==> config.mk <==
export PLATFORM = sky130hd
export DESIGN_NAME = radioCtlPort
export DESIGN_NICKNAME = d
export VERILOG_FILES = /design/src/rtl/radioCtlPkg.sv /design/src/rtl/radioCtlCtrl.sv /design/src/rtl/radioCtlData.sv /design/src/rtl/radioCtlPort.sv
export SDC_FILE = /design/constraint.sdc
export NUM_CORES = 1
export LEC_CHECK = 0
export ABC_AREA = 1
export BUFFER_PORTS_ARGS = -buffer_cell sky130_fd_sc_hd__buf_2
export CAP_MARGIN = 0
export CORE_UTILIZATION = 25
export CTS_BUF_LIST = sky130_fd_sc_hd__clkbuf_4
export DETAILED_ROUTE_END_ITERATION = 8
export PLACE_DENSITY_LB_ADDON = 0.2
export REMOVE_ABC_BUFFERS = 1
export SLEW_MARGIN = 0
export SYNTH_ARGS = -nofsm -noshare
export SYNTH_HDL_FRONTEND = slang
export SYNTH_HIERARCHICAL = 1
export SYNTH_SLANG_ARGS = --single-unit
==> constraint.sdc <==
create_clock -name clk -period 2.1 [get_ports clk]
set_input_delay 0.105 -clock clk [delete_from_list [all_inputs] [get_ports clk]]
set_output_delay 0.105 -clock clk [all_outputs]
set_load 0.02 [all_outputs]
==> src/rtl/radioCtlPkg.sv <==
package radioCtlPkg;

  localparam int BYTE_W = 8;
  localparam int WORD_W = 2 * BYTE_W;
  localparam int ARG_W  = 13;
  localparam int FREQ_W = 12;
  localparam int RXC_W  = 11;
  localparam int STAT_W = WORD_W;

  localparam logic [BYTE_W-1:0] CFG_POR  = 8'h08;
  localparam logic [BYTE_W-1:0] PWR_POR  = 8'h08;
  localparam logic [FREQ_W-1:0] FREQ_POR = 12'h680;
  localparam logic [BYTE_W-1:0] RATE_POR = 8'h23;
  localparam logic [BYTE_W-1:0] FIFO_POR = 8'h80;
  localparam logic [BYTE_W-1:0] AFC_POR  = 8'hF7;
  localparam logic [BYTE_W-1:0] TXC_POR  = 8'h00;
  localparam logic [BYTE_W-1:0] PLL_POR  = 8'h77;

  typedef struct packed {
    logic cfg;
    logic pwr;
    logic freq;
    logic rate;
    logic rxc;
    logic filt;
    logic fifo;
    logic sync;
    logic fifoRd;
    logic afc;
    logic txc;
    logic pll;
    logic txWr;
    logic swRst;
    logic wake;
    logic duty;
    logic bat;
    logic stat;
    logic bad;
  } cmdStb_t;

  // Priority matters: the exact 0xFE match must be tested before the 0xE0 range.
  function automatic cmdStb_t decodeOp(input logic [BYTE_W-1:0] op);
    cmdStb_t s;
    s = '0;
    if (op == 8'h80)                   s.cfg    = 1'b1;
    else if (op == 8'h82)              s.pwr    = 1'b1;
    else if ((op & 8'hF0) == 8'hA0)    s.freq   = 1'b1;
    else if (op == 8'hC6)              s.rate   = 1'b1;
    else if ((op & 8'hF8) == 8'h90)    s.rxc    = 1'b1;
    else if (op == 8'hC2)              s.filt   = 1'b1;
    else if (op == 8'hCA)              s.fifo   = 1'b1;
    else if (op == 8'hCE)              s.sync   = 1'b1;
    else if (op == 8'hB0)              s.fifoRd = 1'b1;
    else if (op == 8'hC4)              s.afc    = 1'b1;
    else if ((op & 8'hFE) == 8'h98)    s.txc    = 1'b1;
    else if (op == 8'hCC)              s.pll    = 1'b1;
    else if (op == 8'hB8)              s.txWr   = 1'b1;
    else if (op == 8'hFE)              s.swRst  = 1'b1;
    else if ((op & 8'hE0) == 8'hE0)    s.wake   = 1'b1;
    else if (op == 8'hC8)              s.duty   = 1'b1;
    else if (op == 8'hC0)              s.bat    = 1'b1;
    else if (op == 8'h00)              s.stat   = 1'b1;
    else                               s.bad    = 1'b1;
    return s;
  endfunction

endpackage

==> src/rtl/radioCtlCtrl.sv <==
module radioCtlCtrl
  import radioCtlPkg::*;
#(
  parameter int SYNC_STAGES = 2
) (
  input  logic             clk,
  input  logic             rstN,
  input  logic             spiSck,
  input  logic             spiCsN,
  input  logic             spiMosi,
  output cmdStb_t          stb,
  output logic [ARG_W-1:0] cmdArg,
  output logic             frameStart,
  output logic             sckFall,
  output logic             frameActive
);

  localparam int CNT_W = $clog2(WORD_W + 1);
  localparam logic [CNT_W-1:0] LAST_BIT = CNT_W'(WORD_W - 1);
  localparam logic [CNT_W-1:0] FULL_CNT = CNT_W'(WORD_W);

  logic [SYNC_STAGES:0]   sckPipe;
  logic [SYNC_STAGES:0]   csPipe;
  logic [SYNC_STAGES-1:0] mosiPipe;
  logic                   sckS, sckPrev, csS, csPrev, mosiS, sckRise;
  logic [WORD_W-2:0]      shiftIn;
  logic [CNT_W-1:0]       bitCnt;
  logic [WORD_W-1:0]      fullWord;

  always_ff @(posedge clk or negedge rstN) begin
    if (!rstN) begin
      sckPipe  <= '0;
      csPipe   <= '1;
      mosiPipe <= '0;
    end else begin
      sckPipe  <= {sckPipe[SYNC_STAGES-1:0], spiSck};
      csPipe   <= {csPipe[SYNC_STAGES-1:0], spiCsN};
      mosiPipe <= {mosiPipe[SYNC_STAGES-2:0], spiMosi};
    end
  end

  assign sckS    = sckPipe[SYNC_STAGES-1];
  assign sckPrev = sckPipe[SYNC_STAGES];
  assign csS     = csPipe[SYNC_STAGES-1];
  assign csPrev  = csPipe[SYNC_STAGES];
  assign mosiS   = mosiPipe[SYNC_STAGES-1];

  assign sckRise     = sckS & ~sckPrev & ~csS;
  assign sckFall     = ~sckS & sckPrev & ~csS;
  assign frameStart  = csPrev & ~csS;
  assign frameActive = ~csS;
  assign fullWord    = {shiftIn, mosiS};

  always_ff @(posedge clk or negedge rstN) begin
    if (!rstN) begin
      shiftIn <= '0;
      bitCnt  <= '0;
      stb     <= '0;
      cmdArg  <= '0;
    end else begin
      stb <= '0;
      if (csS) begin
        bitCnt <= '0;
      end else if (sckRise && bitCnt < FULL_CNT) begin
        shiftIn <= fullWord[WORD_W-2:0];
        bitCnt  <= bitCnt + 1'b1;
        if (bitCnt == LAST_BIT) begin
          stb    <= decodeOp(fullWord[WORD_W-1:BYTE_W]);
          cmdArg <= fullWord[ARG_W-1:0];
        end
      end
    end
  end

  // the bit counter never runs past one command word
  a_r2_count_bounded: assert property (@(posedge clk) disable iff (!rstN)
    bitCnt <= FULL_CNT);

  // a deasserted chip select discards any partial frame
  a_r3_abort_clears: assert property (@(posedge clk) disable iff (!rstN)
    csS |=> (bitCnt == '0));

endmodule

==> src/rtl/radioCtlData.sv <==
module radioCtlData
  import radioCtlPkg::*;
(
  input  logic              clk,
  input  logic              rstN,
  input  cmdStb_t           stb,
  input  logic [ARG_W-1:0]  cmdArg,
  input  logic              frameStart,
  input  logic              sckFall,
  input  logic              frameActive,
  input  logic              xferReady,
  input  logic              overrun,
  input  logic              fifoEmpty,
  input  logic              signalHit,
  input  logic              qualityOk,
  input  logic              clockLock,
  input  logic              afcToggle,
  input  logic [4:0]        afcOffset,
  input  logic              wakeEvt,
  input  logic              extEvt,
  input  logic              lowBatEvt,
  output logic              spiMiso,
  output logic [BYTE_W-1:0] cfgWord,
  output logic [BYTE_W-1:0] pwrEnable,
  output logic [FREQ_W-1:0] freqWord,
  output logic [BYTE_W-1:0] rateWord,
  output logic [RXC_W-1:0]  rxCtlWord,
  output logic [BYTE_W-1:0] filterWord,
  output logic [BYTE_W-1:0] fifoWord,
  output logic [BYTE_W-1:0] syncWord,
  output logic [BYTE_W-1:0] afcWord,
  output logic [BYTE_W-1:0] txCtlWord,
  output logic [BYTE_W-1:0] pllWord,
  output logic [ARG_W-1:0]  wakeWord,
  output logic [BYTE_W-1:0] dutyWord,
  output logic [BYTE_W-1:0] batWord,
  output logic [BYTE_W-1:0] txByte,
  output logic              txByteStb,
  output logic              fifoRdStb,
  output logic              cmdError
);

  localparam int POR_BIT  = 14;
  localparam int WAKE_BIT = 12;
  localparam int EXT_BIT  = 11;
  localparam int LBAT_BIT = 10;

  logic [BYTE_W-1:0] pwrRaw;
  logic              porL, wakeL, extL, lowBatL;
  logic [STAT_W-1:0] statNow, statSnap, misoSh;
  logic              ackStat;

  // Shadow register file
  always_ff @(posedge clk or negedge rstN) begin
    if (!rstN) begin
      cfgWord    <= CFG_POR;
      pwrRaw     <= PWR_POR;
      freqWord   <= FREQ_POR;
      rateWord   <= RATE_POR;
      rxCtlWord  <= '0;
      filterWord <= '0;
      fifoWord   <= FIFO_POR;
      syncWord   <= '0;
      afcWord    <= AFC_POR;
      txCtlWord  <= TXC_POR;
      pllWord    <= PLL_POR;
      wakeWord   <= '0;
      dutyWord   <= '0;
      batWord    <= '0;
      txByte     <= '0;
      txByteStb  <= 1'b0;
      fifoRdStb  <= 1'b0;
      cmdError   <= 1'b0;
    end else begin
      txByteStb <= stb.txWr;
      fifoRdStb <= stb.fifoRd;
      cmdError  <= stb.bad;
      if (stb.swRst) begin
        cfgWord    <= CFG_POR;
        pwrRaw     <= PWR_POR;
        freqWord   <= FREQ_POR;
        rateWord   <= RATE_POR;
        rxCtlWord  <= '0;
        filterWord <= '0;
        fifoWord   <= FIFO_POR;
        syncWord   <= '0;
        afcWord    <= AFC_POR;
        txCtlWord  <= TXC_POR;
        pllWord    <= PLL_POR;
        wakeWord   <= '0;
        dutyWord   <= '0;
        batWord    <= '0;
        txByte     <= '0;
      end else begin
        if (stb.cfg)  cfgWord    <= cmdArg[BYTE_W-1:0];
        if (stb.pwr)  pwrRaw     <= cmdArg[BYTE_W-1:0];
        if (stb.freq) freqWord   <= cmdArg[FREQ_W-1:0];
        if (stb.rate) rateWord   <= cmdArg[BYTE_W-1:0];
        if (stb.rxc)  rxCtlWord  <= cmdArg[RXC_W-1:0];
        if (stb.filt) filterWord <= cmdArg[BYTE_W-1:0];
        if (stb.fifo) fifoWord   <= cmdArg[BYTE_W-1:0];
        if (stb.sync) syncWord   <= cmdArg[BYTE_W-1:0];
        if (stb.afc)  afcWord    <= cmdArg[BYTE_W-1:0];
        if (stb.txc)  txCtlWord  <= cmdArg[BYTE_W-1:0];
        if (stb.pll)  pllWord    <= cmdArg[BYTE_W-1:0];
        if (stb.wake) wakeWord   <= cmdArg;
        if (stb.duty) dutyWord   <= cmdArg[BYTE_W-1:0];
        if (stb.bat)  batWord    <= cmdArg[BYTE_W-1:0];
        if (stb.txWr) txByte     <= cmdArg[BYTE_W-1:0];
      end
    end
  end

  // Receiver and transmitter imply their supporting blocks
  always_comb begin
    pwrEnable = pwrRaw;
    if (pwrRaw[7]) pwrEnable = pwrEnable | 8'h58;
    if (pwrRaw[5]) pwrEnable = pwrEnable | 8'h18;
  end

  assign statNow = {xferReady, porL, overrun, wakeL, extL, lowBatL,
                    fifoEmpty, signalHit, qualityOk, clockLock, afcToggle,
                    afcOffset};
  assign ackStat = stb.stat;

  // Latched event flags: acknowledge only what the read actually reported
  always_ff @(posedge clk or negedge rstN) begin
    if (!rstN) begin
      porL    <= 1'b1;
      wakeL   <= 1'b0;
      extL    <= 1'b0;
      lowBatL <= 1'b0;
    end else begin
      porL    <= porL    & ~(ackStat & statSnap[POR_BIT]);
      wakeL   <= (wakeL  & ~(ackStat & statSnap[WAKE_BIT])) | wakeEvt;
      extL    <= (extL   & ~(ackStat & statSnap[EXT_BIT]))  | extEvt;
      lowBatL <= (lowBatL & ~(ackStat & statSnap[LBAT_BIT])) | lowBatEvt;
    end
  end

  // Status snapshot and MISO shifter
  always_ff @(posedge clk or negedge rstN) begin
    if (!rstN) begin
      statSnap <= '0;
      misoSh   <= '0;
    end else if (frameStart) begin
      statSnap <= statNow;
      misoSh   <= statNow;
    end else if (sckFall) begin
      misoSh <= {misoSh[STAT_W-2:0], 1'b0};
    end
  end

  assign spiMiso = frameActive & misoSh[STAT_W-1];

  // an unknown opcode leaves the shadows alone
  a_r10_error_no_change: assert property (@(posedge clk) disable iff (!rstN)
    stb.bad |=> ($stable(cfgWord) && $stable(pwrRaw) && $stable(freqWord)
                 && $stable(afcWord) && $stable(fifoWord)));

  // software reset lands on the power-on values
  a_r9_soft_reset_values: assert property (@(posedge clk) disable iff (!rstN)
    stb.swRst |=> (cfgWord == CFG_POR && freqWord == FREQ_POR
                   && afcWord == AFC_POR && pllWord == PLL_POR));

  // the frequency word takes the 12 payload bits
  a_r5_freq_load: assert property (@(posedge clk) disable iff (!rstN)
    stb.freq |=> (freqWord == $past(cmdArg[FREQ_W-1:0])));

  // transmit strobe lasts a single cycle
  a_r12_tx_pulse_single: assert property (@(posedge clk) disable iff (!rstN)
    txByteStb |=> !txByteStb);

endmodule

==> src/rtl/radioCtlPort.sv <==
module radioCtlPort
  import radioCtlPkg::*;
#(
  parameter int SYNC_STAGES = 2
) (
  input  logic        clk,
  input  logic        rstN,
  input  logic        spiSck,
  input  logic        spiCsN,
  input  logic        spiMosi,
  output logic        spiMiso,
  input  logic        xferReady,
  input  logic        overrun,
  input  logic        fifoEmpty,
  input  logic        signalHit,
  input  logic        qualityOk,
  input  logic        clockLock,
  input  logic        afcToggle,
  input  logic [4:0]  afcOffset,
  input  logic        wakeEvt,
  input  logic        extEvt,
  input  logic        lowBatEvt,
  output logic [7:0]  cfgWord,
  output logic [1:0]  bandSel,
  output logic [3:0]  loadCap,
  output logic [7:0]  pwrEnable,
  output logic [11:0] freqWord,
  output logic [7:0]  rateWord,
  output logic [10:0] rxCtlWord,
  output logic [7:0]  filterWord,
  output logic [7:0]  fifoWord,
  output logic [3:0]  fifoLevel,
  output logic        syncOneByte,
  output logic [1:0]  fillMode,
  output logic        resetInsens,
  output logic [7:0]  syncWord,
  output logic [7:0]  afcWord,
  output logic [7:0]  txCtlWord,
  output logic [7:0]  pllWord,
  output logic [12:0] wakeWord,
  output logic [7:0]  dutyWord,
  output logic [7:0]  batWord,
  output logic [7:0]  txByte,
  output logic        txByteStb,
  output logic        fifoRdStb,
  output logic        cmdError
);

  cmdStb_t          stb;
  logic [ARG_W-1:0] cmdArg;
  logic             frameStart, sckFall, frameActive;

  radioCtlCtrl #(.SYNC_STAGES(SYNC_STAGES)) uCtrl (
    .clk(clk), .rstN(rstN), .spiSck(spiSck), .spiCsN(spiCsN),
    .spiMosi(spiMosi), .stb(stb), .cmdArg(cmdArg),
    .frameStart(frameStart), .sckFall(sckFall), .frameActive(frameActive)
  );

  radioCtlData uData (
    .clk(clk), .rstN(rstN), .stb(stb), .cmdArg(cmdArg),
    .frameStart(frameStart), .sckFall(sckFall), .frameActive(frameActive),
    .xferReady(xferReady), .overrun(overrun), .fifoEmpty(fifoEmpty),
    .signalHit(signalHit), .qualityOk(qualityOk), .clockLock(clockLock),
    .afcToggle(afcToggle), .afcOffset(afcOffset), .wakeEvt(wakeEvt),
    .extEvt(extEvt), .lowBatEvt(lowBatEvt), .spiMiso(spiMiso),
    .cfgWord(cfgWord), .pwrEnable(pwrEnable), .freqWord(freqWord),
    .rateWord(rateWord), .rxCtlWord(rxCtlWord), .filterWord(filterWord),
    .fifoWord(fifoWord), .syncWord(syncWord), .afcWord(afcWord),
    .txCtlWord(txCtlWord), .pllWord(pllWord), .wakeWord(wakeWord),
    .dutyWord(dutyWord), .batWord(batWord), .txByte(txByte),
    .txByteStb(txByteStb), .fifoRdStb(fifoRdStb), .cmdError(cmdError)
  );

  assign bandSel     = cfgWord[5:4];
  assign loadCap     = cfgWord[3:0];
  assign fifoLevel   = fifoWord[7:4];
  assign syncOneByte = fifoWord[3];
  assign fillMode    = fifoWord[2:1];
  assign resetInsens = fifoWord[0];

endmodule

# [Yosys cells after proc, flatten, opt, wreduce, memory -nomap -nowiden]
# Index checks and enable logic that the tools add are counted.
# Widths: inputs -> output; s select.
[op_classes] addsub=1 multipliers=0 div=0 magnitude_cmp=1 eq_ne=18 shift=0 mux=75 bitwise=24 reduce_logical=21
[ops] op="$mux 8" count=25
[ops] op="$eq 8x8->1 const B" count=13
[ops] op="$mux 19" count=3
[ops] op="$mux 16" count=3
[ops] op="$mux 13" count=3
[ops] op="$mux 12" count=3
[ops] op="$reduce_bool 2->1" count=17
[ops] op="$mux 11" count=3
[ops] op="$mux 5" count=4
[ops] op="$mux 1" count=19
[ops] op="$mux 18" count=1
[ops] op="$mux 17" count=1
[ops] op="$mux 15" count=1
[ops] op="$and 1x1->1" count=14
[ops] op="$mux 14" count=1
[ops] op="$mux 7" count=2
[ops] op="$mux 10" count=1
[ops] op="$mux 9" count=1
[ops] op="$logic_not 8->1" count=1
[ops] op="$eq 7x7->1 const B" count=1
[ops] op="$not 1->1" count=7
[ops] op="$mux 6" count=1
[ops] op="$add 5x1->5 const B" count=1
[ops] op="$eq 5x4->1 const B" count=1
[ops] op="11 further kinds" count=13
[word_totals] regBits=230 latchBits=0 mem_bits_rw=0 rom_bits=0 in_bits=20 out_inout_bits=150 elab_cells=189 memories=0

# [Logic depth before layout (Yosys ltp)]
[logic_depth] depth_word=22 mapped_depth=10

# [Hierarchy]
# The synthesis kept the hierarchy.
[by_module_without_submodules] module="radioCtlData" n_inst=1 cells_each=595 area_per_inst_um2=6070.8 seq_area_each_um2=4007.6
[by_module_without_submodules] module="radioCtlCtrl" n_inst=1 cells_each=267 area_per_inst_um2=2469.9 seq_area_each_um2=1505.2
[by_module_without_submodules] module="radioCtlPort" n_inst=1 cells_each=14 area_per_inst_um2=105.1 seq_area_each_um2=0.0

# [Worst setup path after synthesis]
# Ideal clock, no wire load.
[synth_path] path_kind="register to register" from="register uCtrl.bitCnt[0]" to="register uCtrl.cmdArg[10]" setup_time_ns=0.122 arrival_time_ns=1.443 required_ns=1.978 setup_slack_ns=0.534 stages_incl_launch_ff=11 period_less_slack_ns=1.566 cell_sequence="dfrtp_1 ha_1 inv_1 nor3_1 ha_1 inv_1 nor2_8 inv_2 buf_2 nand2_1 o21ai_1"
[synth_between] elab_chain_cells=3
[synth_rtl] element="start, declared" line="radioCtlCtrl.sv:27" text="logic [CNT_W-1:0] bitCnt;"
[synth_rtl] element="start signal, assigned" line="radioCtlCtrl.sv:66" text="bitCnt <= bitCnt + 1'b1;"
[synth_rtl] element="$lt 5x5->1" line="radioCtlCtrl.sv:64" text="end else if (sckRise && bitCnt < FULL_CNT) begin"
[synth_rtl] element="$logic_and 1x1->1" line="radioCtlCtrl.sv:64"
[synth_rtl] element="$reduce_and 3->1 (no source line) (*)"
[synth_rtl] element="end signal, assigned" line="radioCtlCtrl.sv:69" text="cmdArg <= fullWord[ARG_W-1:0];"
[synth_rtl] element="end, declared" line="radioCtlCtrl.sv:12" text="output logic [ARG_W-1:0] cmdArg,"
# Every way passes the cells marked *; elsewhere a longest branch is shown, timed or not.
# A chain may end at the register's enable or synchronous reset.

# [Worst setup path after layout]
[layout_path] from="register uCtrl.csPipe[1]" to="output port spiMiso"
[layout_between] elab_chain_cells=2
[layout_rtl] element="start, declared" line="radioCtlCtrl.sv:23" text="logic [SYNC_STAGES:0] csPipe;"
[layout_rtl] element="start signal, assigned" line="radioCtlCtrl.sv:37" text="csPipe <= {csPipe[SYNC_STAGES-1:0], spiCsN};"
[layout_rtl] element="$not 1->1" line="radioCtlCtrl.sv:51" text="assign frameActive = ~csS;"
[layout_rtl] element="named net frameActive" line="radioCtlPort.sv:51" text="logic frameStart, sckFall, frameActive;"
[layout_rtl] element="$and 1x1->1" line="radioCtlData.sv:154" text="assign spiMiso = frameActive & misoSh[STAT_W-1];"
[layout_rtl] element="end, declared" line="radioCtlPort.sv:11" text="output logic spiMiso,"
# The timed path passes the listed nets, and every way through them passes these cells.

==> impl_metrics.env <==
export IMPL_cp_start_kind="flop"
export IMPL_viasPerCell=4.220
export IMPL_wirelength_um=23880
export IMPL_hold_class="in2reg"
export IMPL_tns_ns=0
export IMPL_worstPathArrival_ns=1.65
export IMPL_fp_coreArea_um2=33780
export IMPL_grt_max_degree=62
export IMPL_first_global_vias=6911
export IMPL_numPortBuffers=169
export IMPL_synth_seq_cells=219
export IMPL_postSynthCellCount=876
export IMPL_dp_hpwl_um=15650
export IMPL_clkSinkCount=219
export IMPL_power_density_nw_per_um2=804.5
export IMPL_post_cts_resized=0
export IMPL_dieArea_um2=35330
export IMPL_syn_area_per_cell_um2=9.870
export IMPL_outcome="complete, no violations"
export IMPL_cts_made_buffers=61
export IMPL_drtAntennaViolNets=0
export IMPL_drive_above_1_share=0.3180
export IMPL_cts_tree="built"
export IMPL_fin_worst_skew_ns=0.02857
export IMPL_overflow=0
export IMPL_maxCapViolCount=0
export IMPL_final_nets=1120
export IMPL_dr_pass1_iters=4
export IMPL_finalHoldViolations=0
export IMPL_finalWorstSetupSlack_ns=0.3490
export IMPL_antenna_found_initial=1
export IMPL_insertion_delay_ns=0.70
export IMPL_die_width_um=188.0
export IMPL_post_route_period_util=0.8338
export IMPL_irDropWorstVdd_mv=0.3507
export IMPL_end_kind="primary output"
export IMPL_area_growth_pct=26.47
export IMPL_grt_pass1_wl_um=38740
export IMPL_via_count=6752
export IMPL_h_tree_depth=2
export IMPL_clk_pin_slew_ns=0.06
export IMPL_fin_crit_ns=1.751
export IMPL_fp_dieH_um=188.0
export IMPL_track_usage=0.1396
export IMPL_required_ns=2.00
export IMPL_place_ws_ns=0.3783
export IMPL_ys_types=32
export IMPL_worst_pin_slew_ns=0.7078
export IMPL_yosysSeqAreaShare=0.6376
export IMPL_synthesis_area_um2=8646
export IMPL_io_pins=170
export IMPL_p_leak_nw=5.406
export IMPL_crit_type="reg2out"
export IMPL_fmax_mhz=571.1
export IMPL_cts_root_buffer="clkbuf_4"
export IMPL_rsz0062_at_grt="false"
export IMPL_drtIter0Drc=323
export IMPL_finalPower_mw=8.796
export IMPL_routabilityCongestion=0.8473
export IMPL_initial_core_util=0.2559
export IMPL_cts_buffer_depth=3
export IMPL_holdWs_ns=0.1311
export IMPL_num_rows=67
export IMPL_synth_warnings=6
export IMPL_nFillCells=3605
export IMPL_slew_limit_headroom=0.5276
export IMPL_drc=0
export IMPL_finalSetupViolCount=0
export IMPL_slew_viol_final=0
export IMPL_worstPathMaxFanout=5
export IMPL_route_detailed_wl_per_inst_um=14.93
[logic make-up (layout without fill, tap and decap cells)]
kind of cell,Yosys count,after routing,synth area share
other cells,0,1,0
fa+ha+maj,2,2,0.002894
flops,219,219,0.6376
compound gates,164,164,0.09653
buf+inv,95,370,0.06121
simple gates,396,396,0.2017
[per-layer routing]
layer	routed length, um	vias to the layer above	GRT usage
met5	0	-	0
met4	473	0	0.04534
met3	1264	44	0.03126
met2	10920	199	0.2208
met1	11230	3207	0.1888
li1	-	3302	-
[layout make-up]
| class | instances | area [um2] | share of cell area |
|---|---|---|---|
| repair buffers | 209 | 1259 | 0.1151 |
| flip-flops and latches | 219 | 5514 | 0.5043 |
| diodes | 1 | 2.502 | 0.0002289 |
| inverters | 45 | 171.4 | 0.01568 |
| clock inverters | 14 | 57.56 | 0.005264 |
| well taps | 448 | 560.5 | 0.05126 |
| clock buffers | 102 | 765.7 | 0.07003 |
| multi-input cells | 562 | 2604 | 0.2381 |
[metrics by stage]
step	std cells	instance area, um2	util
after floorplan	826	8288	-
after global placement	1459	9851	0.2916
after detailed placement	1459	9851	0.2916
after CTS	1599	10930	0.3236
after global routing	1600	10930	0.3237
final	1600	10930	0.3237
[report_power, final]
part           switching, mW  internal, mW
Combinational          0.263         0.148
Clock                   1.80          2.18
Sequential            0.0745          4.33
[cells in the mapped netlist]
library cell	n	area share
buf_8	1	0.0017
a21boi_0	1	0.00087
nand2_2	8	0.0058
dfrtp_1	193	0.56
nand2_4	3	0.0039
nor2_8	2	0.0046
inv_4	1	0.00072
o21ai_1	21	0.012
o21ai_0	132	0.076
nor2_2	10	0.0072
nand2_1	266	0.12
clkinv_1	1	0.00043
buf_2	15	0.0087
inv_1	35	0.015
nor2_1	51	0.022
clkbuf_2	1	0.00058
buf_4	21	0.018
a21o_1	3	0.0026
nand3_1	39	0.023
a21oi_1	4	0.0023
dfstp_2	26	0.079
nor2_4	12	0.016
nand4_1	1	0.00072
nor3_1	1	0.00058
buf_6	8	0.010
nand3_2	2	0.0023
clkbuf_1	4	0.0017
inv_2	8	0.0035
o22ai_1	2	0.0014
a31oi_1	1	0.00072
ha_1	2	0.0029
or2_2	1	0.00072
[final timing paths]
| kind | slack (ns) | end | startpoint | cells after the start |
|---|---|---|---|---|
| hold / removal | 0.13 | uData/extL$_DFF_PN0_ | extEvt | 3 |
| hold reg to reg | 0.33 | uData/fifoRdStb$_DFF_PN0_ | uCtrl/stb[10]$_DFF_PN0_ | 0 |
| max in group asynchronous | 1.16 | uData/pwrRaw[3]$_DFFE_PN1P_ | rstN | 4 |
| setup / recovery | 0.35 | spiMiso | uCtrl/csPipe[1]$_DFF_PN1_ | 4 |
| min in group asynchronous | 0.55 | uData/porL$_DFF_PN1_ | rstN | 3 |
| setup reg to reg | 0.40 | uCtrl/cmdArg[9]$_DFFE_PN0P_ | uCtrl/bitCnt[0]$_DFFE_PN0P_ | 9 |
[worst max-delay path: stages (launching register included)]
cell	delay, ns
dfstp_2	0.57
inv_1	0.11
nand2_1	0.09
inv_1	0.05
buf_2	0.15
[placed cells by master, fill, tap and decap left out, types with 2 or more instances in the layout]
cell type | netlist | layout
nand2_1 | 266 | 266
dfrtp_1 | 193 | 192
buf_2 | 15 | 168
o21ai_0 | 132 | 132
clkbuf_4 | 0 | 102
nor2_1 | 51 | 51
nand3_1 | 39 | 39
inv_1 | 35 | 35
dfstp_2 | 26 | 26
dlygate4sd3_1 | 0 | 23
o21ai_1 | 21 | 21
buf_4 | 21 | 14
nor2_4 | 12 | 12
clkinv_1 | 1 | 11
inv_2 | 8 | 10
nor2_2 | 10 | 10
nand2_2 | 8 | 8
a21oi_1 | 4 | 4
nand2_4 | 3 | 3
a21o_1 | 3 | 3
buf_12 | 0 | 2
nand3_2 | 2 | 2
nor2_8 | 2 | 2
o22ai_1 | 2 | 2
ha_1 | 2 | 2
[registers in the layout (all words and copies together), names as in the netlist, 11 cells and up]
name / cells
uCtrl/stb: 19
uData/rxCtlWord: 11
uData/misoSh: 16
uCtrl/shiftIn: 15
uData/freqWord: 12
uData/wakeWord: 13
uCtrl/cmdArg: 13
[what timing repair did]
action	CTS	global route
endpoints found under the hold margin	232	0
hold buffers	24	0
setup endpoints to repair	0	0
setup buffers	0	0
(Power assumes the default switching activity.)
